<file path="src/rtl/i2c_scl_pkg.sv">
package i2c_scl_pkg;
  // Phase of the serial clock as seen by the counters.
  typedef enum logic {
    PH_LOW  = 1'b0,
    PH_HIGH = 1'b1
  } scl_phase_e;

  // Field positions of the bus control register.
  localparam int unsigned CTL_W   = 2;
  localparam int unsigned CTL_EN  = 1;
  localparam int unsigned CTL_REL = 0;
endpackage

</file>
<file path="src/rtl/scl_cfg_shadow.sv">
module scl_cfg_shadow #(
  parameter int unsigned CW = 12
) (
  input  logic          clk,
  input  logic          rst_n,
  input  logic          capture,
  input  logic [CW-1:0] period_cnt,
  input  logic [CW-1:0] low_cnt,
  input  logic [CW-1:0] rsu_cnt,
  input  logic [CW-1:0] dsu_cnt,
  output logic [CW-1:0] lo_last,
  output logic [CW-1:0] hi_last,
  output logic [CW-1:0] chg_pt,
  output logic [CW-1:0] smp_pt,
  output logic [CW-1:0] cnd_pt
);
  localparam logic [CW-1:0] ONE = CW'(1);
  localparam logic [CW-1:0] TWO = CW'(2);

  logic [CW-1:0] p_c, l_c, h_c, d_c;
  logic [CW-1:0] lo_last_d, hi_last_d, chg_pt_d, smp_pt_d, cnd_pt_d;

  // Clamp the programmed counts and derive the in-phase trigger points.
  always_comb begin
    p_c = (period_cnt < TWO) ? TWO : period_cnt;
    if (low_cnt == '0)
      l_c = ONE;
    else if (low_cnt >= p_c)
      l_c = p_c - ONE;
    else
      l_c = low_cnt;
    h_c = p_c - l_c;
    if (dsu_cnt == '0)
      d_c = ONE;
    else if (dsu_cnt > l_c)
      d_c = l_c;
    else
      d_c = dsu_cnt;
    lo_last_d = l_c - ONE;
    hi_last_d = h_c - ONE;
    chg_pt_d  = l_c - d_c;
    smp_pt_d  = h_c >> 1;
    cnd_pt_d  = (rsu_cnt >= h_c) ? (h_c - ONE) : rsu_cnt;
  end

  always_ff @(posedge clk or negedge rst_n) begin
    if (!rst_n) begin
      lo_last <= '0;
      hi_last <= '0;
      chg_pt  <= '0;
      smp_pt  <= '0;
      cnd_pt  <= '0;
    end else if (capture) begin
      lo_last <= lo_last_d;
      hi_last <= hi_last_d;
      chg_pt  <= chg_pt_d;
      smp_pt  <= smp_pt_d;
      cnd_pt  <= cnd_pt_d;
    end
  end


  shadow_frozen_chk: assert property (@(posedge clk) disable iff (!rst_n)
    !capture |=> ($stable(lo_last) && $stable(hi_last) && $stable(chg_pt)
                  && $stable(smp_pt) && $stable(cnd_pt)));


  chg_in_low_chk: assert property (@(posedge clk) disable iff (!rst_n)
    $past(capture) |-> (chg_pt <= lo_last));


  cnd_in_high_chk: assert property (@(posedge clk) disable iff (!rst_n)
    $past(capture) |-> (cnd_pt <= hi_last && smp_pt <= hi_last));
endmodule

</file>
<file path="src/rtl/scl_phase_ctr.sv">
module scl_phase_ctr
  import i2c_scl_pkg::*;
#(
  parameter int unsigned CW = 12
) (
  input  logic          clk,
  input  logic          rst_n,
  input  logic          run_now,
  input  logic          run_nxt,
  input  logic          rel_nxt,
  input  logic [CW-1:0] lo_last,
  input  logic [CW-1:0] hi_last,
  output scl_phase_e    phase_q,
  output logic [CW-1:0] cnt_q,
  output logic          scl_low_q
);
  scl_phase_e    phase_d;
  logic [CW-1:0] cnt_d;
  logic          scl_low_d;

  // Next state: stopped, starting, or advancing through the phases.
  always_comb begin
    phase_d   = phase_q;
    cnt_d     = cnt_q;
    scl_low_d = scl_low_q;
    if (!run_nxt) begin
      phase_d   = PH_LOW;
      cnt_d     = '0;
      scl_low_d = rel_nxt ? 1'b0 : scl_low_q;
    end else if (!run_now) begin
      phase_d   = PH_LOW;
      cnt_d     = '0;
      scl_low_d = 1'b1;
    end else if (phase_q == PH_LOW && cnt_q == lo_last) begin
      phase_d   = PH_HIGH;
      cnt_d     = '0;
      scl_low_d = 1'b0;
    end else if (phase_q == PH_HIGH && cnt_q == hi_last) begin
      phase_d   = PH_LOW;
      cnt_d     = '0;
      scl_low_d = 1'b1;
    end else begin
      cnt_d     = cnt_q + CW'(1);
    end
  end

  always_ff @(posedge clk or negedge rst_n) begin
    if (!rst_n) begin
      phase_q   <= PH_LOW;
      cnt_q     <= '0;
      scl_low_q <= 1'b0;
    end else begin
      phase_q   <= phase_d;
      cnt_q     <= cnt_d;
      scl_low_q <= scl_low_d;
    end
  end


  low_bound_chk: assert property (@(posedge clk) disable iff (!rst_n)
    (run_now && phase_q == PH_LOW) |-> (cnt_q <= lo_last));


  high_bound_chk: assert property (@(posedge clk) disable iff (!rst_n)
    (run_now && phase_q == PH_HIGH) |-> (cnt_q <= hi_last));


  idle_zero_chk: assert property (@(posedge clk) disable iff (!rst_n)
    !run_now |-> (cnt_q == '0 && phase_q == PH_LOW));
endmodule

</file>
<file path="src/rtl/scl_strobe_dec.sv">
module scl_strobe_dec
  import i2c_scl_pkg::*;
#(
  parameter int unsigned CW = 12
) (
  input  logic          run,
  input  scl_phase_e    phase,
  input  logic [CW-1:0] cnt,
  input  logic [CW-1:0] chg_pt,
  input  logic [CW-1:0] smp_pt,
  input  logic [CW-1:0] cnd_pt,
  input  logic          start_req,
  input  logic          stop_req,
  output logic          chg_stb,
  output logic          smp_stb,
  output logic          start_stb,
  output logic          stop_stb
);
  logic in_low, in_high, at_cnd;

  always_comb begin
    in_low    = run && (phase == PH_LOW);
    in_high   = run && (phase == PH_HIGH);
    at_cnd    = in_high && (cnt == cnd_pt);
    chg_stb   = in_low && (cnt == chg_pt);
    smp_stb   = in_high && (cnt == smp_pt);
    stop_stb  = at_cnd && stop_req;
    start_stb = at_cnd && start_req && !stop_req;
  end
endmodule

</file>
<file path="src/rtl/i2c_scl_timer.sv">
module i2c_scl_timer
  import i2c_scl_pkg::*;
#(
  parameter int unsigned CW = 12
) (
  input  logic          clk,
  input  logic          rst_n,
  input  logic          ctl_we,
  input  logic [1:0]    ctl_wdata,
  input  logic [CW-1:0] period_cnt,
  input  logic [CW-1:0] low_cnt,
  input  logic [CW-1:0] rsu_cnt,
  input  logic [CW-1:0] dsu_cnt,
  input  logic          start_req,
  input  logic          stop_req,
  output logic          scl_drv_low,
  output logic          chg_stb,
  output logic          smp_stb,
  output logic          start_stb,
  output logic          stop_stb
);
  logic             rst_s1, rst_s2;
  logic [CTL_W-1:0] ctl_q, ctl_d;
  logic [CW-1:0]    lo_last, hi_last, chg_pt, smp_pt, cnd_pt;
  scl_phase_e       phase_q;
  logic [CW-1:0]    cnt_q;

  // Asynchronous assertion, synchronous release of reset.
  always_ff @(posedge clk or negedge rst_n) begin
    if (!rst_n) begin
      rst_s1 <= 1'b0;
      rst_s2 <= 1'b0;
    end else begin
      rst_s1 <= 1'b1;
      rst_s2 <= rst_s1;
    end
  end

  // Bus control register.
  always_comb begin
    ctl_d = ctl_q;
    if (ctl_we)
      ctl_d = ctl_wdata;
  end

  always_ff @(posedge clk or negedge rst_s2) begin
    if (!rst_s2)
      ctl_q <= '0;
    else
      ctl_q <= ctl_d;
  end

  scl_cfg_shadow #(.CW(CW)) u_shadow (
    .clk        (clk),
    .rst_n      (rst_s2),
    .capture    (!ctl_q[CTL_EN]),
    .period_cnt (period_cnt),
    .low_cnt    (low_cnt),
    .rsu_cnt    (rsu_cnt),
    .dsu_cnt    (dsu_cnt),
    .lo_last    (lo_last),
    .hi_last    (hi_last),
    .chg_pt     (chg_pt),
    .smp_pt     (smp_pt),
    .cnd_pt     (cnd_pt)
  );

  scl_phase_ctr #(.CW(CW)) u_ctr (
    .clk       (clk),
    .rst_n     (rst_s2),
    .run_now   (ctl_q[CTL_EN]),
    .run_nxt   (ctl_d[CTL_EN]),
    .rel_nxt   (ctl_d[CTL_REL]),
    .lo_last   (lo_last),
    .hi_last   (hi_last),
    .phase_q   (phase_q),
    .cnt_q     (cnt_q),
    .scl_low_q (scl_drv_low)
  );

  scl_strobe_dec #(.CW(CW)) u_dec (
    .run       (ctl_q[CTL_EN]),
    .phase     (phase_q),
    .cnt       (cnt_q),
    .chg_pt    (chg_pt),
    .smp_pt    (smp_pt),
    .cnd_pt    (cnd_pt),
    .start_req (start_req),
    .stop_req  (stop_req),
    .chg_stb   (chg_stb),
    .smp_stb   (smp_stb),
    .start_stb (start_stb),
    .stop_stb  (stop_stb)
  );


  chg_while_low_chk: assert property (@(posedge clk) disable iff (!rst_s2)
    chg_stb |-> scl_drv_low);


  smp_while_high_chk: assert property (@(posedge clk) disable iff (!rst_s2)
    (smp_stb || start_stb || stop_stb) |-> !scl_drv_low);


  cond_excl_chk: assert property (@(posedge clk) disable iff (!rst_s2)
    $onehot0({start_stb, stop_stb}));


  frozen_scl_chk: assert property (@(posedge clk) disable iff (!rst_s2)
    (ctl_q == 2'b00) |-> $stable(scl_drv_low));


  released_scl_chk: assert property (@(posedge clk) disable iff (!rst_s2)
    (ctl_q == 2'b01) |-> !scl_drv_low);


  quiet_idle_chk: assert property (@(posedge clk) disable iff (!rst_s2)
    !ctl_q[CTL_EN] |-> !(chg_stb || smp_stb || start_stb || stop_stb));


  ctl_hold_chk: assert property (@(posedge clk) disable iff (!rst_s2)
    !$past(ctl_we) |-> $stable(ctl_q));
endmodule

</file>
<file path="config.mk">
export PLATFORM = sky130hd
export DESIGN_NAME = i2c_scl_timer
export DESIGN_NICKNAME = d
export VERILOG_FILES = /design/src/rtl/i2c_scl_pkg.sv /design/src/rtl/scl_cfg_shadow.sv /design/src/rtl/scl_phase_ctr.sv /design/src/rtl/scl_strobe_dec.sv /design/src/rtl/i2c_scl_timer.sv
export SDC_FILE = /design/constraint.sdc
export NUM_CORES = 1
export LEC_CHECK = 0
export ABC_AREA = 1
export CORE_MARGIN = 1.5
export CORE_UTILIZATION = 40
export CTS_CLUSTER_DIAMETER = 200
export DETAILED_ROUTE_END_ITERATION = 8
export SETUP_SLACK_MARGIN = 0.3
export SLEW_MARGIN = 5
export SYNTH_ARGS = -nofsm -noshare
export SYNTH_HDL_FRONTEND = slang
export SYNTH_SLANG_ARGS = --single-unit
</file>
<file path="constraint.sdc">
create_clock -name clk -period 6.9 [get_ports clk]
set_clock_uncertainty 0.1 [all_clocks]
set_input_delay 2.07 -clock clk [delete_from_list [all_inputs] [get_ports clk]]
set_output_delay 2.07 -clock clk [all_outputs]
set_load 0.005 [all_outputs]
</file>
==> flow_metrics.py, run 1 <==
metrics = {
    "floorplanning": {
        "boundaryPins": 60,
        "rows": 48,
        "initial_utilization": 0.407,
        "design.core.area_um2": 17200,
        "fp.dieH_um": 135,
        "die_width_um": 135,
        "design.die.area_um2": 18300,
    },
    "routing": {
        "vias_per_cell": 5.20,
        "drt-total-wl_um": 23000,
        "drtIter0Drc": 572,
        "vias": 7725,
        "ant_nets": 0,
        "drc": 0,
        "wl_per_cell_um": 15.5,
        "first_pass_iters": 5,
    },
    "placed_design": {
        "port_buffers": 59,
        "gp_congestion": 0.929,
        "place_hpwl_um": 16900,
        "place_area_um2": 8740,
    },
    "finish": {
        "utilization": 0.583,
        "area_delta_synth_final_pct": 43.3,
        "nets": 1374,
        "fillers": 1603,
        "ff_latch_area_um2": 1930,
        "multi_input_area_um2": 5020,
        "diodes": 0,
        "stdcell_area_um2": 10100,
        "drive_gt1_frac": 0.283,
    },
    "synthesis": {
        "synth_edf_count": 0,
        "synth_cells": 1038,
        "synth_top_area_share": 0.275,
        "syn_avg_cell_area_um2": 6.76,
        "synth-seq-cells": 77,
        "ys_warn_count": 0,
        "yosysSeqAreaShare": 0.275,
        "syn_area_um2": 7020,
        "synth_top_cell_by_area": "dfrtp_1",
        "synth.distinct_cells": 52,
        "async_reset_ff_frac": 1.00,
        "synth_nets": 1157,
        "synth_top_flop_cell": "dfrtp_1",
        "synthTopCellsByArea": "dfrtp_1 (27%), nand2_1 (15%), ha_1 (11%)",
    },
    "sta": {
        "relSlewSlack": 0.344,
        "fin_crit_sh": 0.943,
        "max_freq_mhz": 154,
        "worst_slew_pin_slew_ns": 0.984,
        "slew_viol_final": 0,
        "rsz0062_at_grt": "no",
        "holdWs_ns": 0.251,
        "finalHoldViolCount": 0,
        "final.setup.tns_ns": 0,
        "setup-violations-final": 0,
        "min_period_ns": 6.51,
    },
    "outcome": {
        "status": "complete, no violations",
    },
    "clock_tree": {
        "cts_buffer_depth": 2,
        "cts_max_level": 3,
        "cts_made_buffers": 9,
        "clock_latency_ns": 0.35,
        "cts.sink_count": 77,
        "cts_hold_buf": 0,
        "clk_pin_slew_ns": 0.06,
        "cts_tree": "done",
        "cts_root_buf": "clkbuf_16",
    },
    "global_route": {
        "grt_max_degree": 76,
        "grt.total_usage": 0.249,
        "grt_pass1_wl_um": 36200,
        "grt_pass1_vias": 7288,
        "antenna_found_initial": 0,
        "grt.overflow.total": 0,
    },
    "setup_path": {
        "end_kind": "flip-flop",
        "critPathSlowestCell": "clkdlybuf4s50_1",
        "cp_data_arrival_time_ns": 6.64,
        "crit_type": "input port to flip-flop",
        "path_max_fanout": 7,
        "slowest_delay_ns": 0.44,
        "required_ns": 7.03,
        "crit_top_cell": "nand2_2",
        "cp-start-kind": "input port",
    },
    "power_and_ir_drop": {
        "p_total_w": 0.00241,
        "powerDensity_nw_per_um2": 240,
        "p_leak_nw": 4.91,
        "vdd_ir_drop_max_uv": 118,
    },
    "worst_hold_path": {
        "min_path_type": "flip-flop to flip-flop",
    },
    "run": {
        "drv_cap": 0,
    },
}
## sequential cells by signal, summed over array words and instances (netlist names)
signal	cells
u_shadow.lo_last	12
u_ctr.cnt_q	12
u_shadow.hi_last	12
u_ctr.phase_q	1
rst_s2	1
rst_s1	1
ctl_q	2
u_shadow.chg_pt	12
u_ctr.scl_low_q	1
u_shadow.cnd_pt	12
u_shadow.smp_pt	11
## critical path: cells and delay by family
kind                     cells  cell delay, ns
AND/OR/NAND/NOR             14            1.42
buffers and inverters        8            1.24
adder cells (fa/ha/maj)      4            1.14
AO/OA/AOI/OAI                7            0.77
## placed cells by master (no fill, tap or decap), drive strengths merged, types with 3 or more instances in the layout
master	n
nand2	278
buf	179
inv	133
nor2	117
dfrtp	77
nand3	65
ha	62
a21oi	61
o21ai	60
clkdlybuf4s50	40
nand4	33
xor2	23
clkbuf	21
xnor2	19
o22ai	16
dlymetal6s2s	8
or2	8
o211ai	7
nor4	7
nor3	7
clkinv	5
a211oi	4
o2111ai	4
a2111oi	3
clkinvlp	3
## power breakdown
group | internal, W | switching (W) | leakage, nW
Clock | 0.000283 | 0.000196 | 0.139
Sequential | 0.000575 | 0.000118 | 0.941
Combinational | 0.000588 | 0.000653 | 3.83
## cell type report
cell class                      count  area share
Sequential cell                    77       0.192
Clock inverter                      6     0.00709
Timing Repair Buffer              238       0.199
Tap cell                          225      0.0280
Multi-Input combinational cell    793       0.499
Inverter                          136      0.0514
Clock buffer                       10      0.0228
## worst paths after layout
check	from	end	slack, ns	depth (start not counted)
worst min-delay path	rst_s1	rst_s2	0.25	0
max in group asynchronous	rst_n	rst_s2	4.78	1
worst max register to register	ctl_q[1]	u_ctr.cnt_q[2]	3.68	5
worst min register to register	rst_s1	rst_s2	0.25	0
worst max-delay path	low_cnt[4]	u_shadow.chg_pt[8]	0.39	33
min in group asynchronous	rst_s2	u_shadow.hi_last[6]	0.37	0
## cells by family after synthesis
| logic type | after synthesis | share of synthesized area |
|---|---|---|
| and+or+nand+nor | 519 | 0.327 |
| buffers and inverters | 170 | 0.0942 |
| AOI/OAI and AO/OA | 165 | 0.134 |
| DFF | 77 | 0.275 |
| adders and majority gates | 64 | 0.116 |
| xor gates and xnor gates | 42 | 0.0535 |
| other | 1 | 0.000534 |
## Yosys cell counts, types with 2 or more instances
cell / instances
xnor2_1: 18
nand2_1: 272
nor4_1: 7
a31oi_1: 2
xor2_1: 23
o21ai_1: 2
clkbuf_1: 27
buf_4: 3
o2111ai_1: 4
o211ai_1: 7
nand4_1: 33
nand3_4: 3
o21ai_0: 58
a2111oi_0: 3
o22ai_1: 16
nor2_1: 107
nor2_2: 6
nand2_4: 2
a21oi_1: 59
nand3_1: 59
fa_1: 2
nand3b_1: 2
or2_2: 6
dfrtp_1: 77
nor3_1: 7
ha_1: 62
buf_2: 3
nand2_2: 4
a211oi_1: 4
inv_1: 130
inv_2: 3
a221oi_1: 2
clkinv_1: 3
nor2_4: 4
## metal layers
| metal | global-route usage | routed length (um) | up-vias | part of all wire |
|---|---|---|---|---|
| met5 | 0 | 0 | - | 0 |
| met4 | 0.0687 | 574 | 0 | 0.025 |
| met3 | 0.0269 | 968 | 56 | 0.042 |
| met2 | 0.420 | 11100 | 211 | 0.48 |
| met1 | 0.338 | 10400 | 3599 | 0.45 |
| li1 | - | - | 3859 | - |
## stage by stage
step           setup WS (ns)  std cells
2_1_floorplan          0.308       1038
3_3_place_gp          -0.309       1419
3_5_place_dp          -0.379       1419
4_1_cts                0.355       1467
5_1_grt                0.157       1485
6_report               0.392       1485
## what timing repair did
action,4_1_cts,5_1_grt
gates resized for setup,57,143
setup buffers,30,18
gates cloned,2,0
pin swaps,40,87
setup endpoints to repair,19,20
(Power assumes the default switching activity.)
==> run 2, diff against run 1 <==
Settings changed: SLEW_MARGIN 5 to unset.
==> results of run 2 <==
The final DEF is identical to that of run 1; final timing and power are the same.
==> run 3, diff against run 2 <==
Settings changed: CELL_PAD_IN_SITES_DETAIL_PLACEMENT set to 1, CELL_PAD_IN_SITES_GLOBAL_PLACEMENT set to 1, PLACE_DENSITY_LB_ADDON set to 0.1.
==> flow_metrics.py, run 3 (synthesis results as in run 1) <==
metrics = {
    "setup_path": {
        "crit_top_cell": "nand2_1",
        "worst-path-buf-inv": 7,
        "regToRegStartpoint": "ctl_q[1]",
        "path_max_fanout": 7,
        "ff2ff_path_depth": 5,
        "critPathSlowestCell": "fa_2",
        "critical-path-top-delay-family": "simple AND/OR/NAND/NOR gates",
        "crit_type": "input port to flip-flop",
        "cp_data_arrival_time_ns": 6.96,
        "r2r-end": "u_ctr.cnt_q[2]",
        "cp-start-kind": "input port",
        "required_ns": 7.09,
        "slowest_delay_ns": 0.35,
        "end_kind": "flip-flop",
        "r2r_slack_ns": 3.53,
    },
    "clock_tree": {
        "cts.sink_count": 77,
        "cts_tree": "done",
        "cts_root_buf": "clkbuf_16",
        "cts_buffer_depth": 2,
        "cts_made_buffers": 9,
        "cts_hold_buf": 0,
        "clock_latency_ns": 0.34,
        "clk_pin_slew_ns": 0.07,
        "cts_max_level": 3,
    },
    "power_and_ir_drop": {
        "powerDensity_nw_per_um2": 252,
        "vdd_ir_drop_max_uv": 133,
        "p_comb_frac": 0.539,
        "p_sw_frac": 0.420,
        "power_frac_clock": 0.181,
        "intPower_w": 0.00145,
        "pwr-share-seq": 0.280,
        "p_leak_nw": 4.90,
        "switchingPower_w": 0.00105,
    },
    "placed_design": {
        "place_area_um2": 8780,
        "place_hpwl_um": 19800,
        "gp_congestion": 0.909,
        "port_buffers": 59,
        "place_ws_ns": -0.638,
    },
    "routing": {
        "drt-total-wl_um": 28500,
        "ant_nets": 0,
        "vias": 8185,
        "wl_per_cell_um": 19.1,
        "first_pass_iters": 5,
        "vias_per_cell": 5.47,
        "drc": 0,
        "drtIter0Drc": 471,
    },
    "finish": {
        "drive_gt1_frac": 0.264,
        "layout_common_cells": "nand2_1 (254), buf_4 (169), inv_1 (122), nor2_1 (91), dfrtp_1 (75)",
        "nets": 1384,
        "diodes": 0,
        "fillers": 2201,
        "stdcell_area_um2": 9960,
        "final_common_cell": "nand2_1",
        "area_delta_synth_final_pct": 41.9,
    },
    "global_route": {
        "antenna_found_initial": 0,
        "use_met1": 0.369,
        "grt.overflow.total": 0,
        "grt_max_degree": 76,
        "grt_pass1_wl_um": 42400,
        "grt_pass1_vias": 8390,
        "use_met2": 0.529,
        "grt.total_usage": 0.296,
        "use_met3": 0.0464,
        "grt_busiest_layer": "met2",
    },
    "sta": {
        "worst_slew_pin_slew_ns": 0.986,
        "fin_crit_sh": 0.982,
        "slew_viol_final": 0,
        "setup-violations-final": 0,
        "worst_slack_ns": 0.123,
        "max_freq_mhz": 148,
        "rsz0062_at_grt": "yes",
        "min_period_ns": 6.78,
        "finalHoldViolCount": 0,
        "relSlewSlack": 0.342,
    },
    "worst_hold_path": {
        "worstHoldStart": "rst_s1",
        "holdPathEnd": "rst_s2",
        "min_path_type": "flip-flop to flip-flop",
        "whs_path_depth": 0,
    },
    "floorplanning": {
        "design.die.area_um2": 18300,
        "boundaryPins": 60,
        "design.core.area_um2": 17200,
        "die_width_um": 135,
        "initial_utilization": 0.407,
        "fp.dieH_um": 135,
        "rows": 48,
    },
    "outcome": {
        "status": "complete, no violations",
    },
    "run": {
        "drv_cap": 0,
    },
}
run 3: cell count changes in the layout (fill, tap and decap cells not counted), moves of 8 or more:
cell             previous run  this run
nand2_1                   239       254
dlymetal6s2s_1              8         0
clkdlybuf4s50_1            40        48
nand2_2                    33        17
buf_4                     156       169
run 3: worst reg2reg max path, stage by stage, from the launching register on:
cell and delay, ns:
dfrtp_2 0.77, buf_4 0.55, inv_2 0.50, a21oi_1 0.43, nand4_1 0.57, nor3b_1 0.36
run 3: how the worst max path moves through the flow:
stage	start	cells past startpoint	endpoint	slack (ns)
5_1_grt	period_cnt[7]	40	u_shadow.chg_pt[10]	-0.19
2_1_floorplan	period_cnt[4]	40	u_shadow.chg_pt[10]	0.31
6_report	period_cnt[7]	40	u_shadow.chg_pt[10]	0.12
3_3_place_gp	period_cnt[4]	38	u_shadow.chg_pt[10]	-0.47
3_5_place_dp	period_cnt[4]	38	u_shadow.chg_pt[10]	-0.64
4_1_cts	period_cnt[8]	38	u_shadow.chg_pt[10]	0.25
run 3: routing by layer:
| layer | vias to the layer above | wire, um |
|---|---|---|
| met2 | 233 | 14400 |
| met3 | 77 | 1160 |
| met1 | 4002 | 12100 |
| li1 | 3873 | - |
| met5 | - | 0 |
| met4 | 0 | 841 |
run 3: layout make-up:
type	count	area, um^2	area share
Tap cell	225	282	0.0283
Clock buffer	9	225	0.0226
Inverter	136	513	0.0515
Timing Repair Buffer	249	2070	0.207
Multi-Input combinational cell	792	4880	0.490
Sequential cell	77	1930	0.194
Clock inverter	7	58.8	0.00591
run 3: what timing repair did:
action                     CTS  global route
setup buffers               37            17
gates resized for setup     78            86
pin swaps                   51            58
setup endpoints to repair   23            27
cloned                       2             0
hold endpoints to repair     0             0
run 3: per-stage QoR:
| step | hold WS, ns | power (W) | instances | TNS [ns] | util |
|---|---|---|---|---|---|
| 3_3_place_gp | 0.235 | 0.00177 | 1423 | -4.34 | 0.510 |
| 6_report | 0.249 | 0.00251 | 1495 | 0 | 0.578 |
| 5_1_grt | 0.272 | 0.00267 | 1495 | -1.92 | 0.578 |
| 3_5_place_dp | 0.236 | 0.00180 | 1423 | -7.77 | 0.510 |
| 2_1_floorplan | 0.231 | 0.00130 | 1038 | 0 | - |
| 4_1_cts | 0.252 | 0.00238 | 1478 | 0 | 0.556 |
run 3: power by group through the flow:
| stage | Sequential, W | Combinational [W] | Clock (W) |
|---|---|---|---|
| 6_report | 0.000700 | 0.00135 | 0.000454 |
| 3_5_place_dp | 0.000706 | 0.00110 | 0 |
| 2_1_floorplan | 0.000653 | 0.000652 | 0 |
| 3_3_place_gp | 0.000703 | 0.00106 | 0 |
| 5_1_grt | 0.000718 | 0.00148 | 0.000479 |
| 4_1_cts | 0.000699 | 0.00121 | 0.000465 |
